## src/rtl/demux_stage_pkg.sv

```systemverilog
package demux_stage_pkg;
  typedef enum logic { MODE_SINGLE = 1'b0, MODE_SPLIT = 1'b1 } port_mode_e;
  typedef enum logic { RDY_HALF = 1'b0, RDY_QUARTER = 1'b1 } rdy_rate_e;
endpackage

```

## src/rtl/realign_sync.sv

```systemverilog
module realign_sync #(
  parameter int STAGES = 2
) (
  input  logic clk,
  input  logic rst_n,
  input  logic async_in,
  output logic sync_out
);
  logic [STAGES-1:0] shreg;

  generate
    if (STAGES == 1) begin : g_one
      always_ff @(posedge clk or negedge rst_n) begin
        if (!rst_n) shreg <= '0;
        else        shreg <= async_in;
      end
    end else begin : g_chain
      always_ff @(posedge clk or negedge rst_n) begin
        if (!rst_n) shreg <= '0;
        else        shreg <= {shreg[STAGES-2:0], async_in};
      end
    end
  endgenerate

  assign sync_out = shreg[STAGES-1];
endmodule

```

## src/rtl/ready_timing.sv

```systemverilog
module ready_timing
  import demux_stage_pkg::*;
#(
  parameter int RESTART_DELAY = 2
) (
  input  logic       clk,
  input  logic       rst_n,
  input  logic       recog,
  input  logic       split_req,
  input  logic       quarter_req,
  output logic       ready_clk,
  output logic       run_en,
  output logic       hold_busy,
  output logic       load_en,
  output logic       clear_b,
  output port_mode_e mode_q,
  output rdy_rate_e  rate_q
);
  localparam int HW = (RESTART_DELAY < 2) ? 1 : $clog2(RESTART_DELAY + 1);

  logic [HW-1:0] hold_cnt;
  logic [1:0]    phase;
  logic          quarter_act;

  assign hold_busy   = (hold_cnt != '0);
  assign run_en      = !recog && !hold_busy;
  assign quarter_act = (mode_q == MODE_SPLIT) && (rate_q == RDY_QUARTER);
  assign clear_b     = recog && !split_req;

  always_comb begin
    if (!run_en)                  load_en = 1'b0;
    else if (mode_q == MODE_SINGLE) load_en = 1'b1;
    else if (quarter_act)         load_en = !phase[0];
    else                          load_en = phase[0];
  end

  always_ff @(posedge clk or negedge rst_n) begin
    if (!rst_n) begin
      hold_cnt  <= '0;
      phase     <= '0;
      ready_clk <= 1'b0;
      mode_q    <= MODE_SINGLE;
      rate_q    <= RDY_HALF;
    end else if (recog) begin
      hold_cnt  <= HW'(RESTART_DELAY);
      phase     <= '0;
      ready_clk <= 1'b0;
      mode_q    <= split_req ? MODE_SPLIT : MODE_SINGLE;
      rate_q    <= quarter_req ? RDY_QUARTER : RDY_HALF;
    end else if (hold_busy) begin
      hold_cnt  <= hold_cnt - 1'b1;
    end else begin
      phase <= phase + 2'd1;
      if (!quarter_act || phase[0]) ready_clk <= ~ready_clk;
    end
  end
endmodule

```

## src/rtl/sample_pipe.sv

```systemverilog
module sample_pipe
  import demux_stage_pkg::*;
#(
  parameter int DW    = 8,
  parameter int LAT_A = 4
) (
  input  logic          clk,
  input  logic          rst_n,
  input  logic [DW-1:0] sample_in,
  input  logic          load_en,
  input  logic          clear_b,
  input  port_mode_e    mode_q,
  output logic [DW-1:0] port_a,
  output logic [DW-1:0] port_b
);
  localparam int TAPS  = LAT_A - 1;
  localparam int TAP_A = LAT_A - 2;
  localparam int TAP_B = LAT_A - 3;

  logic [DW-1:0] tap [TAPS];

  always_ff @(posedge clk or negedge rst_n) begin
    if (!rst_n) tap[0] <= '0;
    else        tap[0] <= sample_in;
  end

  for (genvar i = 1; i < TAPS; i++) begin : g_tap
    always_ff @(posedge clk or negedge rst_n) begin
      if (!rst_n) tap[i] <= '0;
      else        tap[i] <= tap[i-1];
    end
  end

  always_ff @(posedge clk or negedge rst_n) begin
    if (!rst_n) begin
      port_a <= '0;
      port_b <= '0;
    end else if (clear_b) begin
      port_b <= '0;
    end else if (load_en) begin
      if (mode_q == MODE_SPLIT) begin
        port_a <= tap[TAP_A];
        port_b <= tap[TAP_B];
      end else begin
        port_a <= tap[TAP_B];
      end
    end
  end
endmodule

```

## src/rtl/demux_stage.sv

```systemverilog
module demux_stage
  import demux_stage_pkg::*;
#(
  parameter int DW            = 8,
  parameter int LAT_A         = 4,
  parameter int SYNC_STAGES   = 2,
  parameter int RESTART_DELAY = 2
) (
  input  logic          clk,
  input  logic          rst_n,
  input  logic [DW-1:0] sample_in,
  input  logic          split_sel,
  input  logic          quarter_sel,
  input  logic          realign_in,
  output logic [DW-1:0] port_a,
  output logic [DW-1:0] port_b,
  output logic          data_ready
);
  logic       recog;
  logic       run_en;
  logic       hold_busy;
  logic       load_en;
  logic       clear_b;
  port_mode_e mode_q;
  rdy_rate_e  rate_q;

  realign_sync #(.STAGES(SYNC_STAGES)) u_sync (
    .clk(clk), .rst_n(rst_n), .async_in(realign_in), .sync_out(recog)
  );

  ready_timing #(.RESTART_DELAY(RESTART_DELAY)) u_timing (
    .clk(clk), .rst_n(rst_n), .recog(recog),
    .split_req(split_sel), .quarter_req(quarter_sel),
    .ready_clk(data_ready), .run_en(run_en), .hold_busy(hold_busy),
    .load_en(load_en), .clear_b(clear_b), .mode_q(mode_q), .rate_q(rate_q)
  );

  sample_pipe #(.DW(DW), .LAT_A(LAT_A)) u_pipe (
    .clk(clk), .rst_n(rst_n), .sample_in(sample_in),
    .load_en(load_en), .clear_b(clear_b), .mode_q(mode_q),
    .port_a(port_a), .port_b(port_b)
  );
endmodule

```

## config.mk

```make
export PLATFORM = sky130hd
export DESIGN_NAME = demux_stage
export DESIGN_NICKNAME = d
export VERILOG_FILES = /design/src/rtl/demux_stage_pkg.sv /design/src/rtl/realign_sync.sv /design/src/rtl/ready_timing.sv /design/src/rtl/sample_pipe.sv /design/src/rtl/demux_stage.sv
export SDC_FILE = /design/constraint.sdc
export NUM_CORES = 1
export LEC_CHECK = 0
export BUFFER_PORTS_ARGS = -buffer_cell sky130_fd_sc_hd__clkbuf_2
export CORE_MARGIN = 5
export CORE_UTILIZATION = 58
export DETAILED_ROUTE_END_ITERATION = 7
export PLACE_DENSITY_LB_ADDON = 0.12
export SYNTH_ARGS = -nofsm -noshare
export SYNTH_HDL_FRONTEND = slang
export SYNTH_HIERARCHICAL = 1
export SYNTH_SLANG_ARGS = --single-unit
```

## constraint.sdc

```tcl
create_clock -name clk -period 5 [get_ports clk]
set_clock_uncertainty 0.15 [all_clocks]
set_input_delay 1 -clock clk [delete_from_list [all_inputs] [get_ports clk]]
set_output_delay 1 -clock clk [all_outputs]
set_load 0.02 [all_outputs]
```

After elaboration in Yosys (flattened, before gate mapping) --
Index checks and enable logic that the tools add are counted.
Cells by class: equality and inequality tests 1, bitwise operators 2, add/subtract/negate cells 2, reductions and logical operators 17, mux-type cells 16
Operators by type and width (number):
- $mux W8 | 4
- $reduce_bool A2 Y1 | 5
- $mux W1 | 8
- $mux W2 | 4
- $reduce_and A2 Y1 | 3
- $logic_not A1 Y1 | 5
- $logic_and A1 B1 Y1 | 3
- $add A2 B1 Y2 const B | 1
- $ne A2 B2 Y1 const B | 1
- $not A1 Y1 | 2
- $sub A2 B1 Y2 const B | 1
- $logic_or A1 B1 Y1 | 1
Storage, ports and cells: bits of input ports 13, output and inout bits 17, register bits 49, logic and storage cells 49

Depth between registers and ports, before layout --
Gate-level depths: netlist of the first run.
word-level depth 6, gate-level depth with buffers 9, mapped depth without buffers 6

Modules after synthesis --
Netlist of the first run, hierarchy kept.
By module, submodules not included:
- sample_pipe | cells an instance 88, sequential area each 1001.0 µm², area an instance 1422.6 µm², instances 1
- ready_timing | cells an instance 30, sequential area each 150.1 µm², area an instance 334.1 µm², instances 1
- realign_sync | cells an instance 2, sequential area each 50.0 µm², area an instance 50.0 µm², instances 1

Worst setup path before layout of the first run --
No wires, ideal clock.
path type input -> register, start point in split_sel, end point reg u_pipe.port_a[0], arrival time 1766 ps, setup time 125 ps, cell stages on the path 5, slack 2959 ps, path buffers 2, data required time 4725 ps, cells stage by stage nor2b_1 buf_2 nor2b_1 buf_4 mux2_2
Between the ends: cells in the longest elaborated chain, start to end 4
Ends and longest elaborated chain:
- start: declaration | line demux_stage.sv:12 | input logic split_sel,
- $logic_not A1 Y1 | line ready_timing.sv:28 | assign clear_b = recog && !split_req;
- $logic_and A1 B1 Y1 | line ready_timing.sv:28
- $not A1 Y1 (no source line)
- $reduce_and A2 Y1 (no source line)
- end signal: assignment | line sample_pipe.sv:42 | port_a <= tap[TAP_A];
- end signal: assignment | line sample_pipe.sv:45 | port_a <= tap[TAP_B];
- end: declaration | line sample_pipe.sv:13 | output logic [DW-1:0] port_a,
No other way between the ends. A chain may end at the register's enable or synchronous reset.

Worst setup path in the final report of the first run --
start point reg u_timing.mode_q, end point reg u_pipe.port_a[0]
Between the ends: cells in the longest elaborated chain, start to end 5, elaborated cells on any way between the ends 6, classes of those cells mux (4); reduce/logical (2)
Ends and longest elaborated chain:
- start: declaration | line ready_timing.sv:16 | output port_mode_e mode_q,
- start signal: assignment | line ready_timing.sv:48 | mode_q <= split_req ? MODE_SPLIT : MODE_SINGLE;
- $logic_and A1 B1 Y1 | line ready_timing.sv:27 | assign quarter_act = (mode_q == MODE_SPLIT) && (rate_q == RDY_QUARTER);
- $mux W1 | line ready_timing.sv:33 | else if (quarter_act) load_en = !phase[0];
- $mux W1 (*) | line ready_timing.sv:32 | else if (mode_q == MODE_SINGLE) load_en = 1'b1;
- $mux W1 (*) | line ready_timing.sv:31 | if (!run_en) load_en = 1'b0;
- via load_en | line demux_stage.sv:22 | logic load_en;
- $reduce_and A2 Y1 (no source line) (*)
Mark *: on every way through the listed nets, which the timed path passes. The rest lies on a longest branch.

==> summary.md, run 1 <==
| Metric | Value |
|---|---|
| Area Overhead vs Synth | `12.70%` |
| Final Slew Violations | `0` |
| Met3 Track Usage GR | `4.615%` |
| Die Width | `65.76 um` |
| Latest clock arrival within the worst-skew pair | `350 ps` |
| CP arrival | `3260 ps` |
| Fmax | `316.8 MHz` |
| Initial Util | `59.55%` |
| CP required | `5100 ps` |
| CTS Buf Count | `5` |
| Initial drt markers | `47` |
| Total DRC errors in the routed layout | `0` |
| Final #Nets | `162` |
| Worst path cell trace | `and2_1, ha_1, a21boi_1, buf_4, nor2b_1, mux2_2` |
| Postcts setup bufs | `0` |
| Rel. slew slack | `26.66%` |
| Via density | `5.021` |
| Static Leakage | `0.9789 nW` |
| Die Area | `4324 um2` |
| Met1 Use GR | `17.88%` |
| Max-cap violations | `0` |
| Fin area | `2032 um2` |
| Routed wire length | `2669 um` |
| Syn_area_per_cell | `15.15 um2` |
| Critical Path Slowest Stage Cell | `dfrtp_1` |
| Sw Ratio | `29.59%` |
| Commonest non-fill, non-tap cell in the layout | `dfrtp_1` |
| Syn Nets | `134` |
| Mapped Area | `1803 um2` |
| Drt wl/cell | `13.90 um` |
| Grt ovf | `0` |
| Die H | `65.76 um` |
| # rows | `20` |
| Initial antenna violation count | `0` |
| Cts repair resizes | `0` |
| Slowest cell delay on critical path | `930 ps` |
| I/O pins | `30` |
| Hold-fix buffers, CTS | `0` |
| DP Area | `1942 um2` |
| Vias in the first global route | `1001` |
| Ratio of cells with drive above 1 in the final layout | `43.92%` |
| Global-route wire length before repair | `4629 um` |
| Comb power frac | `26.1%` |
| Tmin final | `3157 ps` |
| PwrDens | `490.2 nW/um2` |
| Commonest cells after routing, fill and taps aside | `dfrtp_1, clkbuf_2, mux2_2` |
| GP Congestion | `0.7186` |
| Critical path class | `flip-flop to flip-flop` |
| DRT Pass-1 Iters | `4` |
| Worst Path Max Fanout | `27` |
| Internal | `0.0007014 W` |
| CP Capture Type | `flip-flop` |
| Post-DRT Antenna Nets | `0` |
| Post-Synthesis Cells | `119` |
| Sw Pwr | `0.0002947 W` |
| H-tree depth | `2` |
| Reg clk slew, reported paths | `130 ps` |
| Fin crit share | `63.13%` |
| Ys Warns | `6` |
| Port Buffers | `29` |
| # diodes | `0` |
| Worst Setup Start Kind | `flip-flop` |
| Top Usage Layer GRT | `met2` |
| Sink Count | `48` |
| Root Driver | `clkbuf_4` |
| Met2 Use GR | `23.15%` |
| Worst-margin pin slew | `1100 ps` |
| Largest net degree at the start of global routing | `49` |
| Final setup TNS | `0 ps` |
| Status | `finished clean` |
| CTS tree | `yes` |
| Hold Vio Cnt, Final | `0` |
| Core box area | `3028 um2` |
| Detailed placement HPWL | `1846 um` |
| Clock Power Share | `23.8%` |
| Worst hold path class | `flip-flop to flip-flop` |
| Clock tree buffer depth | `2` |
| RSZ-0062 raised after global routing | `false` |
| Worst VDD drop | `284.8 uV` |
| Number of fill cells | `234` |
| Via total after detailed routing | `964` |
| Sequential share of power | `50.0%` |
| Gr usage total | `14.56%` |
| Setup-failing EPs final | `0` |
## power by group through the flow
stage | logic, W | clock network (W) | registers, W
finish | 0.000260 | 0.000238 | 0.000498
global route | 0.000285 | 0.000263 | 0.000508
CTS | 0.000265 | 0.000245 | 0.000500
detailed placement | 0.000265 | 0 | 0.000507
global placement | 0.000256 | 0 | 0.000504
floorplan | 0.000150 | 0 | 0.000549
## sequential cells by signal, indices dropped and copies added (netlist names)
name	flops
u_pipe/port_a	8
u_pipe/port_b	8
u_pipe/tap	24
u_sync/shreg	2
u_timing/hold_cnt	2
u_timing/mode_q	1
u_timing/phase	1
u_timing/rate_q	1
u_timing/ready_clk	1
## routing by layer
| layer | vias to the layer above | part of all wire, % | wire (um) |
|---|---|---|---|
| li1 | 455 | - | - |
| met1 | 483 | 43 | 1144 |
| met2 | 21 | 50 | 1326 |
| met3 | 5 | 5.7 | 152 |
| met4 | 0 | 1.7 | 45 |
| met5 | - | 0 | 0 |
## critical path, delay by kind of cell (launching register included)
family / cells / cell delay (ps)
adder cells (fa/ha/maj): 1 / 220
AND/OR/NAND/NOR: 2 / 970
AO/OA/AOI/OAI: 1 / 140
multiplexers: 1 / 420
flip-flops: 1 / 930
buffers and inverters: 1 / 230
## stage by stage
step | instances | power (W) | worst slack [ps] | util [%] | hold WS, ps
after floorplan | 119 | 0.0006995 | 2959 | - | 181.2
after global placement | 184 | 0.0007605 | 1956 | 64.13 | 181.9
after detailed placement | 184 | 0.0007717 | 1869 | 64.13 | 185.5
after CTS | 192 | 0.001010 | 1853 | 67.11 | 216.5
after global routing | 192 | 0.001056 | 1602 | 67.11 | 236.0
final | 192 | 0.0009962 | 1843 | 67.11 | 213.5
## area by class of cell
class / instances / area [um2] / area share (%)
Sequential cell: 48 / 1201 / 59.11
Multi-Input combinational cell: 59 / 521.8 / 25.68
Timing Repair Buffer: 30 / 152.6 / 7.512
Tap cell: 44 / 55.05 / 2.709
Clock buffer: 6 / 51.30 / 2.525
Clock inverter: 2 / 38.79 / 1.909
Inverter: 3 / 11.26 / 0.5542
## final timing paths
kind	from	endpoint	slack, ps	depth (start not counted)
worst max-delay path	u_timing/mode_q	u_pipe/port_a[0]	1840	6
worst max register to register	u_timing/mode_q	u_pipe/port_a[0]	1840	6
min in group asynchronous	rst_n	u_pipe/port_b[7]	680	1
worst min register to register	u_sync/shreg[0]	u_sync/shreg[1]	210	0
max in group asynchronous	rst_n	u_pipe/tap[6]	3340	1
worst min-delay path	u_sync/shreg[0]	u_sync/shreg[1]	210	0
(Power assumes the default switching activity.)
==> run 2, diff against run 1 <==
Settings changed: CORE_UTILIZATION 58 to 54.
Clock period 5 ns to 3.1 ns, I/O delays scaled along.
==> run 2 against run 1 <==
Flip-flop and latch count unchanged. Global-route usage increased by 1.2 points. Worst hold slack got worse by 55 ps. Via count increased by 2.7%. Utilization decreased by 4.4 points. Non-clock buffer count increased by 5. Register-to-register slack got worse by 840 ps. Total power increased by 61%. Count of clock-buffer cells in the layout unchanged. Worst setup slack got worse by 840 ps. Routed wire length increased by 12%. Cell count increased by 3.6%. Largest cell class unchanged. Highest routed layer unchanged.
==> summary.md, run 2 (synthesized netlist as in run 1, its figures left out) <==
| Metric | Value |
|---|---|
| Fmax | `476.2 MHz (was 316.8 MHz)` |
| Gr usage total | `15.78% (was 14.56%)` |
| Clock tree buffer depth | `2 (unchanged)` |
| R2R cell count | `7 (was 6)` |
| Max-cap violations | `0 (unchanged)` |
| Root Driver | `clkbuf_4 (unchanged)` |
| Post-layout util | `62.67% (was 67.11%)` |
| Port Buffers | `29 (unchanged)` |
| Area Overhead vs Synth | `14.16% (was 12.70%)` |
| # rows | `21 (was 20)` |
| Ratio of cells with drive above 1 in the final layout | `45.10% (was 43.92%)` |
| Worst Path Max Fanout | `8 (was 27)` |
| Grt ovf | `0 (unchanged)` |
| Vias in the first global route | `1072 (was 1001)` |
| Sequential share of power | `49.5% (was 50.0%)` |
| Detailed placement HPWL | `2022 um (was 1846 um)` |
| Total DRC errors in the routed layout | `0 (unchanged)` |
| Routed wire length | `3000 um (was 2669 um)` |
| Sw Pwr | `0.0004868 W (was 0.0002947 W)` |
| Cts repair resizes | `0 (unchanged)` |
| I/O pins | `30 (unchanged)` |
| Largest net degree at the start of global routing | `35 (was 49)` |
| Worst VDD drop | `405.3 uV (was 284.8 uV)` |
| CP arrival | `2200 ps (was 3260 ps)` |
| # diodes | `0 (unchanged)` |
| Commonest non-fill, non-tap cell in the layout | `dfrtp_1 (unchanged)` |
| Die H | `67.78 um (was 65.76 um)` |
| Reg clk slew, reported paths | `140 ps (was 130 ps)` |
| GP Congestion | `0.7205 (was 0.7186)` |
| Top reg by flops | `u_pipe/tap (unchanged)` |
| Worst Setup Start Kind | `flip-flop (unchanged)` |
| Final setup TNS | `0 ps (unchanged)` |
| Via density | `4.975 (was 5.021)` |
| Die Area | `4594 um2 (was 4324 um2)` |
| Max FFs per register | `24 (unchanged)` |
| Sink Count | `48 (unchanged)` |
| Comb power frac | `28.1% (was 26.1%)` |
| Global-route wire length before repair | `5057 um (was 4629 um)` |
| Initial drt markers | `29 (was 47)` |
| Worst-margin pin slew | `801.5 ps (was 1100 ps)` |
| Sw Ratio | `30.40% (was 29.59%)` |
| Largest regs | `u_pipe/tap: 24 flops, u_pipe/port_a: 8 flops, u_pipe/port_b: 8 flops (unchanged)` |
| Worst hold path class | `input port to async pin (was flip-flop to flip-flop)` |
| Core box area | `3284 um2 (was 3028 um2)` |
| Clock Power Share | `22.3% (was 23.8%)` |
| Internal | `0.001114 W (was 0.0007014 W)` |
| Fin crit share | `67.74% (was 63.13%)` |
| Commonest cells after routing, fill and taps aside | `dfrtp_1, clkbuf_2, mux2_2 (unchanged)` |
| Rel. slew slack | `46.57% (was 26.66%)` |
| Static Leakage | `0.9976 nW (was 0.9789 nW)` |
| Status | `finished clean (unchanged)` |
| CP Capture Type | `flip-flop (unchanged)` |
| CTS Buf Count | `5 (unchanged)` |
| R2R Setup Slk | `1000 ps (was 1840 ps)` |
| Tmin final | `2100 ps (was 3157 ps)` |
| Critical path class | `flip-flop to flip-flop (unchanged)` |
| Hold Vio Cnt, Final | `0 (unchanged)` |
| Postcts setup bufs | `0 (unchanged)` |
| Die Width | `67.78 um (was 65.76 um)` |
| Hold-fix buffers, CTS | `0 (unchanged)` |
| DRT Pass-1 Iters | `4 (unchanged)` |
| Drt wl/cell | `15.08 um (was 13.90 um)` |
| H-tree depth | `2 (unchanged)` |
| Initial Util | `54.90% (was 59.55%)` |
| Post-DRT Antenna Nets | `0 (unchanged)` |
| Setup-failing EPs final | `0 (unchanged)` |
| RSZ-0062 raised after global routing | `false (unchanged)` |
| CTS tree | `yes (unchanged)` |
| Final Slew Violations | `0 (unchanged)` |
| CP required | `3200 ps (was 5100 ps)` |
| Initial antenna violation count | `0 (unchanged)` |
| Final #Nets | `167 (was 162)` |
| PwrDens | `777.9 nW/um2 (was 490.2 nW/um2)` |
| Via total after detailed routing | `990 (was 964)` |
| Latest clock arrival within the worst-skew pair | `370 ps (was 350 ps)` |
-- run 2: through the flow --
step | power (W) | hold WS [ps] | instance area [um2] | setup WS, ps | cells
2_1_floorplan | 0.001128 | 174.4 | 1803 | 1119 | 119
3_3_place_gp | 0.001242 | 182.7 | 1982 | 1161 | 191
3_5_place_dp | 0.001263 | 184.7 | 1982 | 1022 | 191
4_1_cts | 0.001624 | 181.0 | 2058 | 999.7 | 199
5_1_grt | 0.001695 | 164.2 | 2058 | 839.7 | 199
6_report | 0.001601 | 158.8 | 2058 | 1000 | 199
-- run 2: path summary, 6_finish.rpt --
path | endpoint | from
worst max-delay path | u_pipe/port_a[1] | u_timing/hold_cnt[0]
worst min-delay path | u_pipe/port_a[4] | rst_n
worst max register to register | u_pipe/port_a[1] | u_timing/hold_cnt[0]
worst min register to register | u_sync/shreg[1] | u_sync/shreg[0]
max in group asynchronous | u_pipe/port_a[1] | rst_n
min in group clk | u_pipe/tap[21] | sample_in[5]
-- run 2: layout make-up --
type | count | area [um2]
fill | 271 | 1226
sequential | 48 | 1201
multi-input combinational | 59 | 521.8
timing repair buffer | 35 | 190.2
tap | 46 | 57.56
clock buffer | 6 | 41.29
clock inverter | 2 | 35.03
inverter | 3 | 11.26
-- run 2: worst max-delay path, stage by stage (launching register included) --
cell and delay (ps):
dfrtp_1 410, inv_1 60, ha_1 280, nor2b_2 200
a21boi_1 190, nor2b_1 150, buf_4 200, mux2_2 340
-- run 2: power by group through the flow --
stage	combinational (W)	clock, W	sequential (W)
final	0.000450	0.000358	0.000793
after global routing	0.000487	0.000400	0.000808
after CTS	0.000457	0.000371	0.000796
after detailed placement	0.000455	0	0.000808
after global placement	0.000439	0	0.000803
after floorplan	0.000242	0	0.000886
-- run 2: layer usage --
metal | up-vias | wire (um) | global-route usage, %
met5 | - | 0 | 0
met4 | 0 | 76 | 10.42
met3 | 7 | 172 | 4.326
met2 | 29 | 1469 | 24.67
met1 | 489 | 1282 | 19.07
li1 | 465 | - | -
==> run 3, diff against run 2 <==
Settings changed: CORE_UTILIZATION 54 to 49.
Clock period 3.1 ns to 1.85 ns, I/O delays scaled along.
==> run 3 against run 2 <==
The flow now finishes with violations (negative hold slack, negative setup slack). Flip-flop and latch count is the same. Total power increased by 87%. Sequential power grew 69%. Worst hold slack got worse by 160 ps. Non-clock buffer count grew 1. Worst setup slack got worse by 1000 ps. Die area increased by 8.7%. Sequential share of layout area decreased by 2.7 points. Critical path depth is 1 lower. Utilization fell by 2.8 points. Routed wire length shrank 3.1%. Via count fell by 3.0%. Critical endpoint is now u_pipe/port_a[5]. Largest power group unchanged.
==> summary.md, run 3 (synthesized netlist as in run 1, its figures left out) <==
| Metric | Value |
|---|---|
| Total DRC errors in the routed layout | `0 (unchanged)` |
| Setup-failing EPs final | `8 (was 0)` |
| Latest clock arrival within the worst-skew pair | `290 ps (was 370 ps)` |
| Top Usage Layer GRT | `met2 (unchanged)` |
| PwrDens | `1384 nW/um2 (was 777.9 nW/um2)` |
| Initial drt markers | `25 (was 29)` |
| Port Buffers | `29 (unchanged)` |
| Static Leakage | `1.042 nW (was 0.9976 nW)` |
| Post-DRT Antenna Nets | `0 (unchanged)` |
| Gr usage total | `13.07% (was 15.78%)` |
| Final #Nets | `168 (was 167)` |
| Largest net degree at the start of global routing | `49 (was 35)` |
| Largest regs | `u_pipe/tap: 24 flops, u_pipe/port_a: 8 flops, u_pipe/port_b: 8 flops (unchanged)` |
| I/O pins | `30 (unchanged)` |
| Rel. slew slack | `61.80% (was 46.57%)` |
| # diodes | `0 (unchanged)` |
| DRT Pass-1 Iters | `4 (unchanged)` |
| Worst Setup Start Kind | `flip-flop (unchanged)` |
| Worst-margin pin slew | `573.0 ps (was 801.5 ps)` |
| Initial antenna violation count | `0 (unchanged)` |
| Detailed placement HPWL | `2017 um (was 2022 um)` |
| Met1 Use GR | `16.81% (was 19.07%)` |
| Tmin final | `1866 ps (was 2100 ps)` |
| Min setup slack post-route | `-15.63 ps (was 1000 ps)` |
| Max-cap violations | `0 (unchanged)` |
| Commonest cells after routing, fill and taps aside | `dfrtp_1, clkbuf_2, mux2_4 (was dfrtp_1, clkbuf_2, mux2_2)` |
| Worst VDD drop | `632.9 uV (was 405.3 uV)` |
| Die Width | `70.66 um (was 67.78 um)` |
| Commonest non-fill, non-tap cell in the layout | `dfrtp_1 (unchanged)` |
| Grt ovf | `0 (unchanged)` |
| Root Driver | `clkbuf_8 (was clkbuf_4)` |
| Worst path cell trace | `and2_1, ha_1, a21boi_2, nor2b_4, buf_8, mux2_4 (was inv_1, ha_1, nor2b_2, a21boi_1, nor2b_1, buf_4, mux2_2)` |
| Met2 Use GR | `20.17% (was 24.67%)` |
| Hold Vio Cnt, Final | `2 (was 0)` |
| Die Area | `4993 um2 (was 4594 um2)` |
| RSZ-0062 raised after global routing | `true (was false)` |
| Max FFs per register | `24 (unchanged)` |
| Clock tree buffer depth | `2 (unchanged)` |
| GP Congestion | `0.7533 (was 0.7205)` |
| Reg clk slew, reported paths | `80 ps (was 140 ps)` |
| Final Slew Violations | `0 (unchanged)` |
| Number of fill cells | `303 (was 271)` |
| CP required | `1880 ps (was 3200 ps)` |
| Status | `finished with violations (was finished clean)` |
| Final setup TNS | `-90.73 ps (was 0 ps)` |
| CTS tree | `yes (unchanged)` |
| Area occupied by multi-input gates | `551.8 um2 (was 521.8 um2)` |
| Hold slack | `-2.351 ps (was 158.8 ps)` |
| Global-route wire length before repair | `5016 um (was 5057 um)` |
| Critical path class | `flip-flop to flip-flop (unchanged)` |
| CP bufs+invs | `1 (was 2)` |
| Drt wl/cell | `14.46 um (was 15.08 um)` |
| Vias in the first global route | `1021 (was 1072)` |
| Sink Count | `48 (unchanged)` |
| Slowest cell delay on critical path | `380 ps (was 410 ps)` |
| CP arrival | `1890 ps (was 2200 ps)` |
| Core box area | `3606 um2 (was 3284 um2)` |
| Worst Path Max Fanout | `8 (unchanged)` |
| Worst hold path class | `input port to async pin (unchanged)` |
| CP top delay family | `flip-flops (unchanged)` |
| Fmax | `536.0 MHz (was 476.2 MHz)` |
| # rows | `22 (was 21)` |
| DP Area | `2011 um2 (was 1982 um2)` |
| Storage cell area | `1201 um2 (unchanged)` |
| Initial Util | `50.00% (was 54.90%)` |
| H-tree depth | `2 (unchanged)` |
| Ratio of cells with drive above 1 in the final layout | `47.06% (was 45.10%)` |
| Via density | `4.776 (was 4.975)` |
| CP Capture Type | `flip-flop (unchanged)` |
| Die H | `70.66 um (was 67.78 um)` |
| Routed wire length | `2907 um (was 3000 um)` |
| CTS Buf Count | `5 (unchanged)` |
| Via total after detailed routing | `960 (was 990)` |
| Area Overhead vs Synth | `19.71% (was 14.16%)` |
| Failing checks | `negative hold slack, negative setup slack` |
| Top reg by flops | `u_pipe/tap (unchanged)` |
| Fin area | `2158 um2 (was 2058 um2)` |
| Fin crit share | `100.8% (was 67.74%)` |
| Met3 Track Usage GR | `5.398% (was 4.326%)` |
| Critical Path Slowest Stage Cell | `dfrtp_1 (unchanged)` |
==> run 3: repair_timing <==
action	in CTS	in global routing
hold buffers	0	0
resized for setup	3	2
setup endpoints to repair	8	8
setup buffers	0	0
cloned	0	0
pin swaps	1	0
==> run 3: final timing paths <==
kind	startpoint	cells after the start	end	slack, ps
setup / recovery	u_timing/rate_q	6	u_pipe/port_a[5]	-20
hold reg to reg	u_pipe/tap[20]	0	u_pipe/tap[12]	200
hold / removal	rst_n	2	u_timing/phase[0]	-2
max in group asynchronous	rst_n	2	u_pipe/port_b[5]	1150
setup reg to reg	u_timing/rate_q	6	u_pipe/port_a[5]	-20
min in group clk	sample_in[1]	1	u_pipe/tap[17]	30
==> run 3: stage by stage <==
step / util [%] / std cells / hold WS (ps) / total power, W / worst slack [ps]
floorplan: - / 119 / -75.59 / 0.001929 / -119.1
global placement: 55.76 / 194 / 182.6 / 0.002132 / -11.32
detailed placement: 55.76 / 194 / 184.7 / 0.002161 / -25.38
CTS: 59.61 / 201 / 18.45 / 0.003031 / 15.57
global route: 59.85 / 201 / 12.62 / 0.003156 / -98.38
finish: 59.85 / 201 / -2.351 / 0.002988 / -15.63
==> run 3: final cells by class <==
cell class	count	share of cell area [%]
repair buffers	36	9.507
clock inverters	2	2.783
inverters	3	0.5217
clock buffers	5	3.188
well taps	48	2.783
flip-flops and latches	48	55.65
multi-input cells	59	25.57
==> run 3: worst reg2reg max path, cell delays in order (launching register included) <==
cell and delay [ps]:
dfrtp_1 380, and2_1 160, ha_1 280, a21boi_2 160, nor2b_4 180, buf_8 150
mux2_4 300
==> run 3: power by group <==
group / internal [W] / switching [W]
clock: 0.000531 / 0.000318
sequential: 0.00123 / 0.000105
combinational: 0.000403 / 0.000399
==> run 3: routing by layer <==
layer | vias to the layer above | routed length, um
met5 | - | 0
met4 | 0 | 31
met3 | 4 | 156
met2 | 23 | 1432
met1 | 471 | 1286
li1 | 462 | -
